## src/rtl/gddr_mt_pkg.sv

```systemverilog
package gddr_mt_pkg;
  typedef enum logic [2:0] {
    CMD_NOP   = 3'd0,
    CMD_MRS   = 3'd1,
    CMD_ACT   = 3'd2,
    CMD_READ  = 3'd3,
    CMD_WRITE = 3'd4
  } cmd_e;

  // MRS field positions on the address bus
  localparam int RL_LSB   = 4;
  localparam int TEST_BIT = 7;
  localparam int DLL_BIT  = 8;
  localparam int WL_LSB   = 9;
  localparam int CODE_W   = 3;
endpackage

```

## src/rtl/gddr_mt_mode_reg.sv

```systemverilog
module gddr_mt_mode_reg
  import gddr_mt_pkg::*;
#(
  parameter int ADDR_W = 12,
  parameter int RL_MIN = 5,
  parameter int RL_MAX = 7,
  parameter int WL_MIN = 2,
  parameter int WL_MAX = 4,
  parameter int RL_RST = 5,
  parameter int WL_RST = 4
) (
  input  logic              clk_i,
  input  logic              rst_ni,
  input  logic              mrs_i,
  input  logic [ADDR_W-1:0] addr_i,
  output logic [CODE_W-1:0] rl_o,
  output logic [CODE_W-1:0] wl_o,
  output logic              test_o,
  output logic              dll_req_o,
  output logic              cfg_err_o
);
  localparam logic [CODE_W-1:0] RL_LO = CODE_W'(RL_MIN);
  localparam logic [CODE_W-1:0] RL_HI = CODE_W'(RL_MAX);
  localparam logic [CODE_W-1:0] WL_LO = CODE_W'(WL_MIN);
  localparam logic [CODE_W-1:0] WL_HI = CODE_W'(WL_MAX);

  logic [CODE_W-1:0] rl_code, wl_code, rl_q, wl_q;
  logic              rl_ok, wl_ok, test_q, err_q;

  assign rl_code = addr_i[RL_LSB +: CODE_W];
  assign wl_code = addr_i[WL_LSB +: CODE_W];

  always_comb begin
    rl_ok = (rl_code >= RL_LO) && (rl_code <= RL_HI);
    wl_ok = (wl_code >= WL_LO) && (wl_code <= WL_HI);
  end

  always_ff @(posedge clk_i or negedge rst_ni) begin
    if (!rst_ni) begin
      rl_q   <= CODE_W'(RL_RST);
      wl_q   <= CODE_W'(WL_RST);
      test_q <= 1'b0;
      err_q  <= 1'b0;
    end else if (mrs_i) begin
      // reserved codes keep the previous legal value per field
      if (rl_ok) rl_q <= rl_code;
      if (wl_ok) wl_q <= wl_code;
      test_q <= addr_i[TEST_BIT];
      err_q  <= !(rl_ok && wl_ok);
    end
  end

  assign rl_o      = rl_q;
  assign wl_o      = wl_q;
  assign test_o    = test_q;
  assign cfg_err_o = err_q;
  assign dll_req_o = mrs_i && addr_i[DLL_BIT];

  p_rl_range_r2: assert property (@(posedge clk_i) disable iff (!rst_ni)
    (rl_q >= RL_LO) && (rl_q <= RL_HI) && (wl_q >= WL_LO) && (wl_q <= WL_HI));

  p_reserved_hold_r9: assert property (@(posedge clk_i) disable iff (!rst_ni)
    (mrs_i && !rl_ok) |=> ($stable(rl_o) && cfg_err_o));

  p_reserved_wl_hold_r9: assert property (@(posedge clk_i) disable iff (!rst_ni)
    (mrs_i && !wl_ok) |=> ($stable(wl_o) && cfg_err_o));
endmodule

```

## src/rtl/gddr_mt_lat_pipe.sv

```systemverilog
module gddr_mt_lat_pipe #(
  parameter int MAX_LAT = 7,
  parameter int LAT_W   = 3
) (
  input  logic             clk_i,
  input  logic             rst_ni,
  input  logic             fire_i,
  input  logic [LAT_W-1:0] lat_i,
  output logic             strobe_o
);
  // countdown line: entry inserted at stage lat-1, strobe leaves stage 0
  logic [MAX_LAT-1:0] sr_q, sr_d;

  for (genvar k = 0; k < MAX_LAT; k++) begin : g_stage
    localparam logic [LAT_W-1:0] TAP = LAT_W'(k + 1);
    if (k == MAX_LAT - 1) begin : g_top
      assign sr_d[k] = fire_i && (lat_i == TAP);
    end else begin : g_mid
      assign sr_d[k] = sr_q[k+1] || (fire_i && (lat_i == TAP));
    end
  end

  always_ff @(posedge clk_i or negedge rst_ni) begin
    if (!rst_ni) sr_q <= '0;
    else         sr_q <= sr_d;
  end

  assign strobe_o = sr_q[0];

  p_lat_range_r5: assert property (@(posedge clk_i) disable iff (!rst_ni)
    fire_i |-> ((lat_i != '0) && (lat_i <= LAT_W'(MAX_LAT))));
endmodule

```

## src/rtl/gddr_mt_dll_seq.sv

```systemverilog
module gddr_mt_dll_seq #(
  parameter int CYCLES = 16,
  localparam int CNT_W = $clog2(CYCLES + 1)
) (
  input  logic clk_i,
  input  logic rst_ni,
  input  logic start_i,
  output logic busy_o
);
  logic [CNT_W-1:0] cnt_q;

  always_ff @(posedge clk_i or negedge rst_ni) begin
    if (!rst_ni)          cnt_q <= '0;
    else if (start_i)     cnt_q <= CNT_W'(CYCLES);
    else if (cnt_q != '0) cnt_q <= cnt_q - 1'b1;
  end

  assign busy_o = (cnt_q != '0);

  p_dll_start_r7: assert property (@(posedge clk_i) disable iff (!rst_ni)
    start_i |=> busy_o);

  p_dll_idle_r7: assert property (@(posedge clk_i) disable iff (!rst_ni)
    (!busy_o && !start_i) |=> !busy_o);
endmodule

```

## src/rtl/gddr_mode_timer.sv

```systemverilog
module gddr_mode_timer
  import gddr_mt_pkg::*;
#(
  parameter int ADDR_W     = 12,
  parameter int RL_MIN     = 5,
  parameter int RL_MAX     = 7,
  parameter int WL_MIN     = 2,
  parameter int WL_MAX     = 4,
  parameter int WL_RX_MAX  = 3,
  parameter int DLL_CYCLES = 16
) (
  input  logic              clk_i,
  input  logic              rst_ni,
  input  logic [2:0]        cmd_i,
  input  logic [ADDR_W-1:0] addr_i,
  output logic              rd_valid_o,
  output logic              wr_capture_o,
  output logic              rx_en_o,
  output logic              test_mode_o,
  output logic              dll_busy_o,
  output logic              cfg_err_o,
  output logic              rd_busy_err_o
);
  localparam logic [CODE_W-1:0] RX_HI = CODE_W'(WL_RX_MAX);

  cmd_e              cmd;
  logic              is_mrs, is_act, is_rd, is_wr, dll_req;
  logic [CODE_W-1:0] rl, wl;
  logic              rx_q, rbe_q;

  assign cmd    = cmd_e'(cmd_i);
  assign is_mrs = (cmd == CMD_MRS);
  assign is_act = (cmd == CMD_ACT);
  assign is_rd  = (cmd == CMD_READ);
  assign is_wr  = (cmd == CMD_WRITE);

  gddr_mt_mode_reg #(
    .ADDR_W(ADDR_W), .RL_MIN(RL_MIN), .RL_MAX(RL_MAX),
    .WL_MIN(WL_MIN), .WL_MAX(WL_MAX), .RL_RST(RL_MIN), .WL_RST(WL_MAX)
  ) u_mode (
    .clk_i, .rst_ni, .mrs_i(is_mrs), .addr_i,
    .rl_o(rl), .wl_o(wl), .test_o(test_mode_o),
    .dll_req_o(dll_req), .cfg_err_o(cfg_err_o)
  );

  gddr_mt_lat_pipe #(.MAX_LAT(RL_MAX), .LAT_W(CODE_W)) u_rd_pipe (
    .clk_i, .rst_ni, .fire_i(is_rd), .lat_i(rl), .strobe_o(rd_valid_o)
  );

  gddr_mt_lat_pipe #(.MAX_LAT(WL_MAX), .LAT_W(CODE_W)) u_wr_pipe (
    .clk_i, .rst_ni, .fire_i(is_wr), .lat_i(wl), .strobe_o(wr_capture_o)
  );

  gddr_mt_dll_seq #(.CYCLES(DLL_CYCLES)) u_dll (
    .clk_i, .rst_ni, .start_i(dll_req), .busy_o(dll_busy_o)
  );

  always_ff @(posedge clk_i or negedge rst_ni) begin
    if (!rst_ni) begin
      rx_q  <= 1'b0;
      rbe_q <= 1'b0;
    end else begin
      if (is_act && (wl <= RX_HI)) rx_q <= 1'b1;
      else if (wl > RX_HI)         rx_q <= 1'b0;
      rbe_q <= is_rd && dll_busy_o;
    end
  end

  assign rx_en_o       = rx_q;
  assign rd_busy_err_o = rbe_q;

  for (genvar k = RL_MIN; k <= RL_MAX; k++) begin : g_rd_chk
    p_rd_lat_r3: assert property (@(posedge clk_i) disable iff (!rst_ni)
      (is_rd && (rl == CODE_W'(k))) |-> ##k rd_valid_o);
  end

  for (genvar k = WL_MIN; k <= WL_MAX; k++) begin : g_wr_chk
    p_wr_lat_r4: assert property (@(posedge clk_i) disable iff (!rst_ni)
      (is_wr && (wl == CODE_W'(k))) |-> ##k wr_capture_o);
  end

  p_rx_set_r6: assert property (@(posedge clk_i) disable iff (!rst_ni)
    (is_act && (wl <= RX_HI)) |=> rx_en_o);

  p_busy_err_r8: assert property (@(posedge clk_i) disable iff (!rst_ni)
    (is_rd && dll_busy_o) |=> rd_busy_err_o);
endmodule

```

## config.mk

```make
export PLATFORM = sky130hd
export DESIGN_NAME = gddr_mode_timer
export DESIGN_NICKNAME = d
export VERILOG_FILES = /design/src/rtl/gddr_mt_pkg.sv /design/src/rtl/gddr_mt_mode_reg.sv /design/src/rtl/gddr_mt_lat_pipe.sv /design/src/rtl/gddr_mt_dll_seq.sv /design/src/rtl/gddr_mode_timer.sv
export SDC_FILE = /design/constraint.sdc
export NUM_CORES = 1
export LEC_CHECK = 0
export BUFFER_PORTS_ARGS = -buffer_cell sky130_fd_sc_hd__clkbuf_2
export CORE_MARGIN = 2
export CORE_UTILIZATION = 30
export DETAILED_ROUTE_END_ITERATION = 6
export RECOVER_POWER = 25
export SLEW_MARGIN = 10
export SYNTH_ARGS = -nofsm -noshare
export SYNTH_HDL_FRONTEND = slang
export SYNTH_SLANG_ARGS = --single-unit
```

## constraint.sdc

```tcl
create_clock -name clk_i -period 4.73 [get_ports clk_i]
set_input_delay 0.2365 -clock clk_i [delete_from_list [all_inputs] [get_ports clk_i]]
set_output_delay 0.2365 -clock clk_i [all_outputs]
set_load 0.02 [all_outputs]
```

==> results.py, run 1 <==
metrics = {
    "yosys": {
        "yosys.area_share.simple": 0.205,
        "muxShareOfSynthArea": 0,
        "syn_area_per_cell_um2": 11.2,
        "synth_area_leaders": "dfrtp_1, dfstp_2, nor2_1, o31ai_1, a21oi_1",
        "synth_cell_types": 33,
        "synth-adder-area-share": 0.0110,
        "synth_seq_cells": 26,
        "synth_top_family_by_area": "simple AND/OR/NAND/NOR gates",
        "ys_seq_area_frac": 0.575,
        "synth_area_mm2": 0.00114,
        "synth_nets": 120,
        "synth_compound_area_frac": 0.165,
        "netlist.area_leader.share": 0.506,
        "yosys.area.top_type": "dfrtp_1",
        "synthCells": 102,
        "yosysWarnings": 0,
        "synth_xor_area_frac": 0.00770,
    },
    "clock_network": {
        "cts_tree": "built",
        "cts_inserted_buffers": 3,
        "hold_buffers": 1,
        "cts.sinks": 26,
        "clk_latency_ps": 270,
        "clk_pin_slew_ps": 90,
        "post_cts_buffers": 0,
        "clockBufferDepth": 2,
        "cts_htree_levels": 1,
        "cts-resized-gates": 0,
        "clock-root-buffer": "clkbuf_8",
    },
    "worst_setup_path": {
        "crit_type": "reg2out",
        "start_kind": "flip-flop",
        "required_ps": 4490,
        "regToRegSetupSlack_ps": 3150,
        "endpoint_kind": "primary output",
        "crit_fanout": 6,
        "critPathArrivalTime_ps": 1700,
    },
    "timing": {
        "min_period_over_period": 0.410,
        "setup_tns_ps": 0,
        "timing_hold_violations_final": 0,
        "setup_violations": 0,
        "clock_skew_ps": 1.66,
        "slew_violations": 0,
        "fmax_ghz": 0.516,
        "rsz0062_at_grt": "no",
        "max-slew-margin-rel": 0.0927,
        "period_needed_ps": 1940,
        "worstMarginPinSlew_ps": 1360,
    },
    "drt": {
        "firstDrtPassIters": 4,
        "drtIter0Drc": 13,
        "routed_wirelength_um": 2130,
        "drc": 0,
        "met3_length_um": 91,
        "ant_nets": 0,
        "wl_met2_um": 938,
        "wl_per_cell_um": 12.3,
        "avgViaCountPerCell": 4.78,
        "vias": 827,
        "top_layer_used": "met4",
        "wl_met1_um": 1070,
    },
    "die": {
        "die_h_um": 65.6,
        "die_area_mm2": 0.00430,
        "die_x_um": 65.6,
        "start_util": 0.311,
        "num_rows": 22,
        "fp.coreArea_mm2": 0.00366,
        "pin_count": 24,
    },
    "placed_design": {
        "place_hpwl_um": 1560,
        "gp_congestion": 0.755,
        "place_inst": 168,
        "port_buffers": 19,
    },
    "cells_and_area": {
        "final_common_cell": "dfrtp_1",
        "fin_cells": 173,
        "multi_input_area_um2": 437,
        "final_layout_size_suffix_gt1_frac": 0.232,
        "ff_latch_area_um2": 654,
        "nets": 144,
        "fillers": 368,
        "syn_to_final_growth_pct": 17.7,
        "diodes": 0,
        "most-common-layout-cells": "dfrtp_1, clkbuf_2, nor2_1",
    },
    "grt": {
        "grt_pass1_wl_um": 3650,
        "grt_max_degree": 27,
        "grt_pass1_vias": 827,
        "antenna_found_initial": 0,
        "grt-ovfl-total": 0,
        "grt_usage": 0.110,
    },
    "pwr": {
        "power.leakage_nw": 0.613,
        "peakVddDrop_v": 0.000134,
        "power.total_uw": 579,
        "power-per-cell-area_mw_per_mm2": 433,
    },
    "min_path": {
        "min_path_type": "in2reg",
    },
    "run": {
        "drv_cap": 0,
    },
    "status": {
        "status": "finished, final reports clean",
    },
}
per-layer routing:
metal / global-route usage / vias up
li1: - / 403
met4: 0.0469 / 0
met1: 0.145 / 403
met5: 0 / -
met3: 0.0223 / 3
met2: 0.176 / 18
area by class of cell:
class | instances | share of cell area
sequential | 26 | 0.489
multi-input combinational | 67 | 0.326
timing repair buffer | 20 | 0.0766
tap | 48 | 0.0449
clock buffer | 4 | 0.0411
inverter | 8 | 0.0224
worst paths after layout:
check	to	startpoint	cells past startpoint
worst min register to register	u_wr_pipe.sr_q[2]	u_wr_pipe.sr_q[3]	1
min in group asynchronous	u_dll.cnt_q[2]	rst_ni	2
worst min-delay path	u_mode.test_o	addr_i[7]	3
worst max register to register	u_dll.cnt_q[0]	u_dll.cnt_q[0]	5
max in group asynchronous	u_mode.rl_o[1]	rst_ni	2
worst max-delay path	dll_busy_o	u_dll.cnt_q[0]	4
synthesized netlist by cell type, drive strengths merged:
| cell type | instances |
|---|---|
| nor2 | 10 |
| a211oi | 2 |
| o22ai | 1 |
| o41ai | 1 |
| and2 | 1 |
| inv | 8 |
| or3b | 2 |
| nor3b | 3 |
| nand2 | 5 |
| or4b | 1 |
| nand4b | 1 |
| nor4b | 1 |
| or2b | 1 |
| nand2b | 5 |
| buf | 1 |
| nor3 | 2 |
| o21bai | 2 |
| dfrtp | 23 |
| o31ai | 5 |
| nand3 | 2 |
| a21oi | 7 |
| ha | 1 |
| nand3b | 3 |
| o21ai | 1 |
| xnor2 | 1 |
| dfstp | 3 |
| nor2b | 1 |
| a21bo | 3 |
| a21o | 4 |
| or2 | 1 |
through the flow:
| stage | utilization | instance area (µm²) | worst slack (ps) | hold slack [ps] |
|---|---|---|---|---|
| after floorplan | - | 1140 | 3200 | -59.1 |
| after global placement | 0.350 | 1280 | 3130 | 289 |
| after detailed placement | 0.350 | 1280 | 3090 | 284 |
| after CTS | 0.368 | 1350 | 2790 | 156 |
| after global routing | 0.366 | 1340 | 2720 | 182 |
| final | 0.366 | 1340 | 2790 | 159 |
power by group:
group | total (mW) | switching [mW] | leakage [nW] | internal (mW)
clock network | 0.142 | 0.0678 | 0.0288 | 0.0744
logic | 0.145 | 0.0741 | 0.255 | 0.0707
registers | 0.292 | 0.0302 | 0.329 | 0.262
total | 0.579 | 0.172 | 0.613 | 0.407
worst max-delay path, stage by stage, from the launching register on:
cell,delay [ps]
dfrtp_1,420
inv_1,70
ha_1,220
or4b_4,540
clkbuf_2,190
state kept, by name, indices dropped and copies added, names as in the netlist:
signal,flops
u_wr_pipe.sr_q,4
u_mode.rl_o,3
u_dll.cnt_q,5
u_mode.test_o,1
u_mode.wl_o,3
rd_busy_err_o,1
rx_en_o,1
u_mode.cfg_err_o,1
u_rd_pipe.sr_q,7
kinds of logic (layout without fill, tap and decap cells):
logic type,after synthesis,count (layout)
simple gates,39,39
buf+inv,9,32
flops,26,26
compound gates,26,26
fa+ha+maj,1,1
xor+xnor,1,1
(Power assumes the default switching activity.)
==> inputs of run 2 (changes only) <==
--- a/config.mk
+++ b/config.mk
@@ -5,6 +5,7 @@
 export SDC_FILE = /design/constraint.sdc
 export NUM_CORES = 1
 export LEC_CHECK = 0
+export ABC_AREA = 1
 export BUFFER_PORTS_ARGS = -buffer_cell sky130_fd_sc_hd__clkbuf_2
 export CORE_MARGIN = 2
 export CORE_UTILIZATION = 30
==> constraint.sdc (replaced) <==
create_clock -name clk_i -period 1.8 [get_ports clk_i]
set_input_delay 0.09 -clock clk_i [delete_from_list [all_inputs] [get_ports clk_i]]
set_output_delay 0.09 -clock clk_i [all_outputs]
set_load 0.02 [all_outputs]
==> results.py, run 2 <==
metrics = {
    "timing": {
        "setup_ws_ps": 272,
        "timing_hold_violations_final": 0,
        "worstMarginPinSlew_ps": 614,
        "fmax_ghz": 0.654,
        "min_period_over_period": 0.849,
        "rsz0062_at_grt": "no",
        "max-slew-margin-rel": 0.590,
        "clock_skew_ps": 8.43,
        "setup_violations": 0,
        "period_needed_ps": 1530,
        "setup_tns_ps": 0,
        "slew_violations": 0,
    },
    "cells_and_area": {
        "final_layout_size_suffix_gt1_frac": 0.161,
        "syn_to_final_growth_pct": 21.1,
        "diodes": 0,
        "fin_util": 0.374,
        "largest_reg_flops": 7,
        "ff_latch_area_um2": 654,
        "fillers": 359,
        "fin_area_mm2": 0.00135,
        "nets": 168,
        "most-common-layout-cells": "nand2_1, dfrtp_1, inv_1",
        "final_common_cell": "nand2_1",
        "largest_register": "u_rd_pipe.sr_q",
        "multi_input_area_um2": 385,
        "reg_top3": "u_rd_pipe.sr_q: 7 flops, u_dll.cnt_q: 5 flops, u_wr_pipe.sr_q: 4 flops",
    },
    "worst_setup_path": {
        "crit_fanout": 6,
        "critPathArrivalTime_ps": 1440,
        "endpoint_kind": "primary output",
        "start_kind": "flip-flop",
        "crit_slowest_cell": "dfrtp_1",
        "crit_chain": "inv_1, ha_1, nand3b_1, clkbuf_2",
        "worst-r2r-cell-count": 5,
        "crit_type": "reg2out",
        "slowest_delay_ps": 390,
        "required_ps": 1710,
    },
    "pwr": {
        "power.total_mw": 1.67,
        "peakVddDrop_v": 0.000437,
        "power-per-cell-area_mw_per_mm2": 1240,
        "power.leakage_nw": 0.755,
    },
    "clock_network": {
        "cts_tree": "built",
        "cts.sinks": 26,
        "clock-root-buffer": "clkbuf_8",
        "clockBufferDepth": 2,
        "clk_pin_slew_ps": 90,
        "cts-resized-gates": 0,
        "cts_inserted_buffers": 3,
        "cts_htree_levels": 1,
        "clk_latency_ps": 270,
    },
    "drt": {
        "drc": 0,
        "routed_wirelength_um": 2010,
        "avgViaCountPerCell": 4.49,
        "ant_nets": 0,
        "vias": 884,
        "wl_per_cell_um": 10.2,
        "drtIter0Drc": 41,
        "firstDrtPassIters": 4,
    },
    "min_path": {
        "whs_path_depth": 3,
        "min_path_type": "in2reg",
    },
    "grt": {
        "grt_max_degree": 27,
        "grt_pass1_vias": 831,
        "grt-ovfl-total": 0,
        "grt_usage": 0.113,
        "antenna_found_initial": 0,
        "grt_pass1_wl_um": 3670,
    },
    "die": {
        "die_x_um": 65.0,
        "start_util": 0.309,
        "die_h_um": 65.0,
        "fp.coreArea_mm2": 0.00361,
        "die_area_mm2": 0.00422,
        "pin_count": 24,
        "num_rows": 22,
    },
    "yosys": {
        "synth_nets": 143,
        "yosysWarnings": 0,
        "synth_area_leaders": "dfrtp_1, nand2_1, dfstp_2, inv_1, nand3_1",
        "synth_area_mm2": 0.00111,
        "netlist.area_leader.share": 0.516,
        "synthCells": 125,
        "ys_seq_area_frac": 0.587,
        "yosysMostFrequentCell": "nand2_1",
        "yosys.area.top_type": "dfrtp_1",
        "synth_seq_cells": 26,
        "synth_ff_type": "dfrtp_1",
        "synthArstFlopShare": 1.00,
        "syn_area_per_cell_um2": 8.92,
        "synth_edf_count": 0,
        "ys_top_cells_by_count": "nand2_1, dfrtp_1, inv_1, nand3_1, nor2_1",
        "synth_cell_types": 16,
    },
    "placed_design": {
        "dpl_cell_area_mm2": 0.00127,
        "place_hpwl_um": 1550,
        "port_buffers": 19,
        "gp_congestion": 0.786,
        "preCtsSetupSlack_ps": 543,
    },
    "run": {
        "drv_cap": 0,
    },
    "status": {
        "status": "finished, final reports clean",
    },
}
==> run 2: cell count changes in the layout (fill, tap and decap cells not counted), moves of 2 or more <==
cell / change
nor3_1: +3
nor2_1: +2
nand2b_1: -5
a21oi_1: -7
inv_1: +12
a21bo_2: -3
o21ai_0: +3
nand2_1: +25
nand3_1: +11
nor3b_1: -3
o31ai_1: -5
o21bai_1: +3
==> run 2: critical path, delay by kind of cell, from the launching register on <==
family	cells	cell delay (ps)
flops	1	390
fa+ha+maj	1	220
simple gates	1	220
buf+inv	2	340
==> run 2: path summary, 6_finish.rpt <==
check	start	endpoint	slack, ps
max	u_dll.cnt_q[0]	dll_busy_o	270
min	addr_i[7]	u_mode.test_o	20
max reg2reg	u_dll.cnt_q[0]	u_dll.cnt_q[1]	530
min reg2reg	u_rd_pipe.sr_q[4]	u_rd_pipe.sr_q[3]	430
max in group asynchronous	rst_ni	u_mode.test_o	1040
min in group asynchronous	rst_ni	u_dll.cnt_q[1]	350
==> run 2: repair_timing <==
item / in CTS / in global routing
endpoints found under the hold margin: 23 / 0
hold buffers: 1 / 0
buffers inserted: 0 / 0
==> run 2: cell type report <==
class                   instances  share of cell area
well taps                      48              0.0445
repair buffers                 20              0.0769
multi-input cells              79               0.285
flip-flops and latches         26               0.485
clock buffers                   3              0.0306
inverters                      20              0.0556
clock inverters                 1              0.0222
==> run 2: logic make-up (layout without fill, tap and decap cells) <==
kind of cell               Yosys count  in the layout  synth area share
adders and majority gates            1              1            0.0112
xor gates and xnor gates             1              1           0.00786
DFF                                 26             26             0.587
buffers and inverters               20             44            0.0673
AOI/OAI and AO/OA                   14             14            0.0853
and+or+nand+nor                     63             63             0.241
==> run 2: power breakdown <==
part           internal, mW  total, mW  switching (mW)  leakage (nW)
clock                 0.298      0.477           0.180        0.0357
combinational         0.164      0.409           0.245         0.393
sequential            0.709      0.786          0.0778         0.326
total                  1.17       1.67           0.503         0.755
==> run 2: routing by layer <==
layer / track usage / part of all wire / wire [µm]
met1: 0.144 / 0.48 / 975
met2: 0.178 / 0.43 / 870
met3: 0.0347 / 0.076 / 153
met4: 0.0426 / 0.0065 / 13
met5: 0 / 0 / 0
==> run 2: through the flow <==
stage                     hold WS (ps)  cells
final                             20.3    197
after global placement             141    192
after CTS                         17.2    197
after global routing              40.7    197
after floorplan                   -206    125
after detailed placement           148    192
==> inputs of run 3 (changes only) <==
==> constraint.sdc (replaced) <==
create_clock -name clk_i -period 1.4 [get_ports clk_i]
set_input_delay 0.07 -clock clk_i [delete_from_list [all_inputs] [get_ports clk_i]]
set_output_delay 0.07 -clock clk_i [all_outputs]
set_load 0.02 [all_outputs]
==> results.py, run 3 (synthesized netlist as in run 2, its figures left out) <==
metrics = {
    "status": {
        "status": "finished, final reports clean",
    },
    "drt": {
        "drtIter0Drc": 67,
        "ant_nets": 0,
        "routed_wirelength_um": 2000,
        "avgViaCountPerCell": 4.36,
        "firstDrtPassIters": 4,
        "wl_per_cell_um": 10.1,
        "vias": 868,
        "drc": 0,
    },
    "worst_setup_path": {
        "required_ps": 1330,
        "regToRegSetupSlack_ps": 200,
        "setup.worst_path.start": "u_dll.cnt_q[0]",
        "crit_fanout": 4,
        "start_kind": "flip-flop",
        "r2r_end": "u_dll.cnt_q[3]",
        "crit_type": "reg2out",
        "worst-r2r-cell-count": 6,
        "critPathArrivalTime_ps": 1210,
        "endpoint_kind": "primary output",
        "crit_end": "dll_busy_o",
        "r2r_start": "u_dll.cnt_q[0]",
    },
    "min_path": {
        "min_path_type": "in2reg",
    },
    "timing": {
        "fmax_ghz": 0.779,
        "timing_hold_violations_final": 0,
        "period_needed_ps": 1280,
        "min_period_over_period": 0.917,
        "slew_violations": 0,
        "setup_violations": 0,
        "worstMarginPinSlew_ps": 622,
        "max-slew-margin-rel": 0.585,
        "clock_skew_ps": 3.49,
        "rsz0062_at_grt": "no",
        "whs_ps": 49.2,
        "setup_ws_ps": 116,
        "setup_tns_ps": 0,
    },
    "cells_and_area": {
        "final_common_cell": "nand2_1",
        "fin_area_mm2": 0.00134,
        "syn_to_final_growth_pct": 20.5,
        "nets": 170,
        "fillers": 378,
        "diodes": 0,
        "largest_reg_flops": 7,
        "largest_register": "u_rd_pipe.sr_q",
        "fin_cells": 199,
        "most-common-layout-cells": "nand2_1, dfrtp_1, inv_1",
        "final_layout_size_suffix_gt1_frac": 0.172,
        "reg_top3": "u_rd_pipe.sr_q: 7 flops, u_dll.cnt_q: 5 flops, u_wr_pipe.sr_q: 4 flops",
    },
    "grt": {
        "grt_pass1_wl_um": 3870,
        "grt_usage": 0.119,
        "grt_max_degree": 27,
        "grt_pass1_vias": 894,
        "grt-ovfl-total": 0,
        "antenna_found_initial": 0,
    },
    "die": {
        "die_x_um": 65.0,
        "die_h_um": 65.0,
        "die_area_mm2": 0.00422,
        "pin_count": 24,
        "num_rows": 22,
        "fp.coreArea_mm2": 0.00361,
        "start_util": 0.309,
    },
    "placed_design": {
        "dpl_cell_area_mm2": 0.00127,
        "place_hpwl_um": 1570,
        "port_buffers": 19,
        "place_inst": 192,
        "preCtsSetupSlack_ps": 157,
        "gp_congestion": 0.783,
    },
    "clock_network": {
        "cts_inserted_buffers": 3,
        "clock-root-buffer": "clkbuf_8",
        "clk_latency_ps": 260,
        "cts_htree_levels": 1,
        "cts.sinks": 26,
        "clk_pin_slew_ps": 80,
        "cts_tree": "built",
        "clockBufferDepth": 2,
    },
    "pwr": {
        "p_sw_uw": 630,
        "switching_share": 0.320,
        "combinationalPowerShare": 0.273,
        "peakVddDrop_v": 0.000572,
        "power-per-cell-area_mw_per_mm2": 1470,
        "p_clk_frac": 0.212,
        "p_int_mw": 1.34,
        "power.leakage_nw": 0.748,
        "p_seq_frac": 0.515,
    },
    "run": {
        "drv_cap": 0,
    },
}
run 3: changes by cell type in the layout (fill, tap and decap cells not counted), sizes merged:
cell	delta
buf	+1
bufinv	-1
clkbuf	+1
dlygate4sd3	+1
run 3: per-stage QoR:
| step | utilization | total power, mW |
|---|---|---|
| 2_1_floorplan | - | 1.39 |
| 3_3_place_gp | 0.352 | 1.52 |
| 3_5_place_dp | 0.352 | 1.56 |
| 4_1_cts | 0.372 | 2.00 |
| 5_1_grt | 0.373 | 2.16 |
| 6_report | 0.373 | 1.97 |
run 3: worst min path at each step:
stage	end	cells after the start	slack, ps	startpoint
CTS	u_mode.rl_o[0]	3	40	addr_i[4]
floorplan	rd_busy_err_o	0	-230	rst_ni
finish	u_mode.wl_o[0]	3	50	addr_i[9]
global placement	u_dll.cnt_q[1]	1	120	rst_ni
detailed placement	u_dll.cnt_q[1]	1	130	rst_ni
global route	u_mode.wl_o[0]	3	60	addr_i[9]
run 3: timing repair:
item	CTS	global route
gates resized for setup	0	2
hold endpoints to repair	24	0
pin swaps	1	0
buffers inserted	1	0
endpoints found under the setup margin	1	1
hold buffers	2	0
run 3: layout make-up:
class	count	area [µm²]	area share
flip-flops and latches	26	654	0.487
multi-input cells	79	388	0.289
repair buffers	22	121	0.0903
inverters	20	75.1	0.0559
well taps	48	60.1	0.0447
clock buffers	4	45.0	0.0335
run 3: power groups by stage:
stage / Sequential, mW / Combinational (mW) / Clock, mW
global route: 1.04 / 0.635 / 0.478
detailed placement: 1.03 / 0.525 / 0
finish: 1.02 / 0.538 / 0.418
CTS: 1.02 / 0.545 / 0.437
global placement: 1.02 / 0.498 / 0
floorplan: 1.03 / 0.357 / 0
run 3: layer usage:
| layer | GRT usage | part of all wire | routed length [µm] | vias up |
|---|---|---|---|---|
| met4 | 0.0479 | 0.0040 | 8 | 0 |
| met5 | 0 | 0 | 0 | - |
| met2 | 0.187 | 0.44 | 873 | 29 |
| met1 | 0.150 | 0.49 | 981 | 392 |
| li1 | - | - | - | 445 |
| met3 | 0.0399 | 0.070 | 141 | 2 |
run 3: worst max-delay path: stages (launching register included):
cell      delay (ps)
dfrtp_1          390
inv_2             80
ha_2             200
nand3b_1         100
clkbuf_2         170
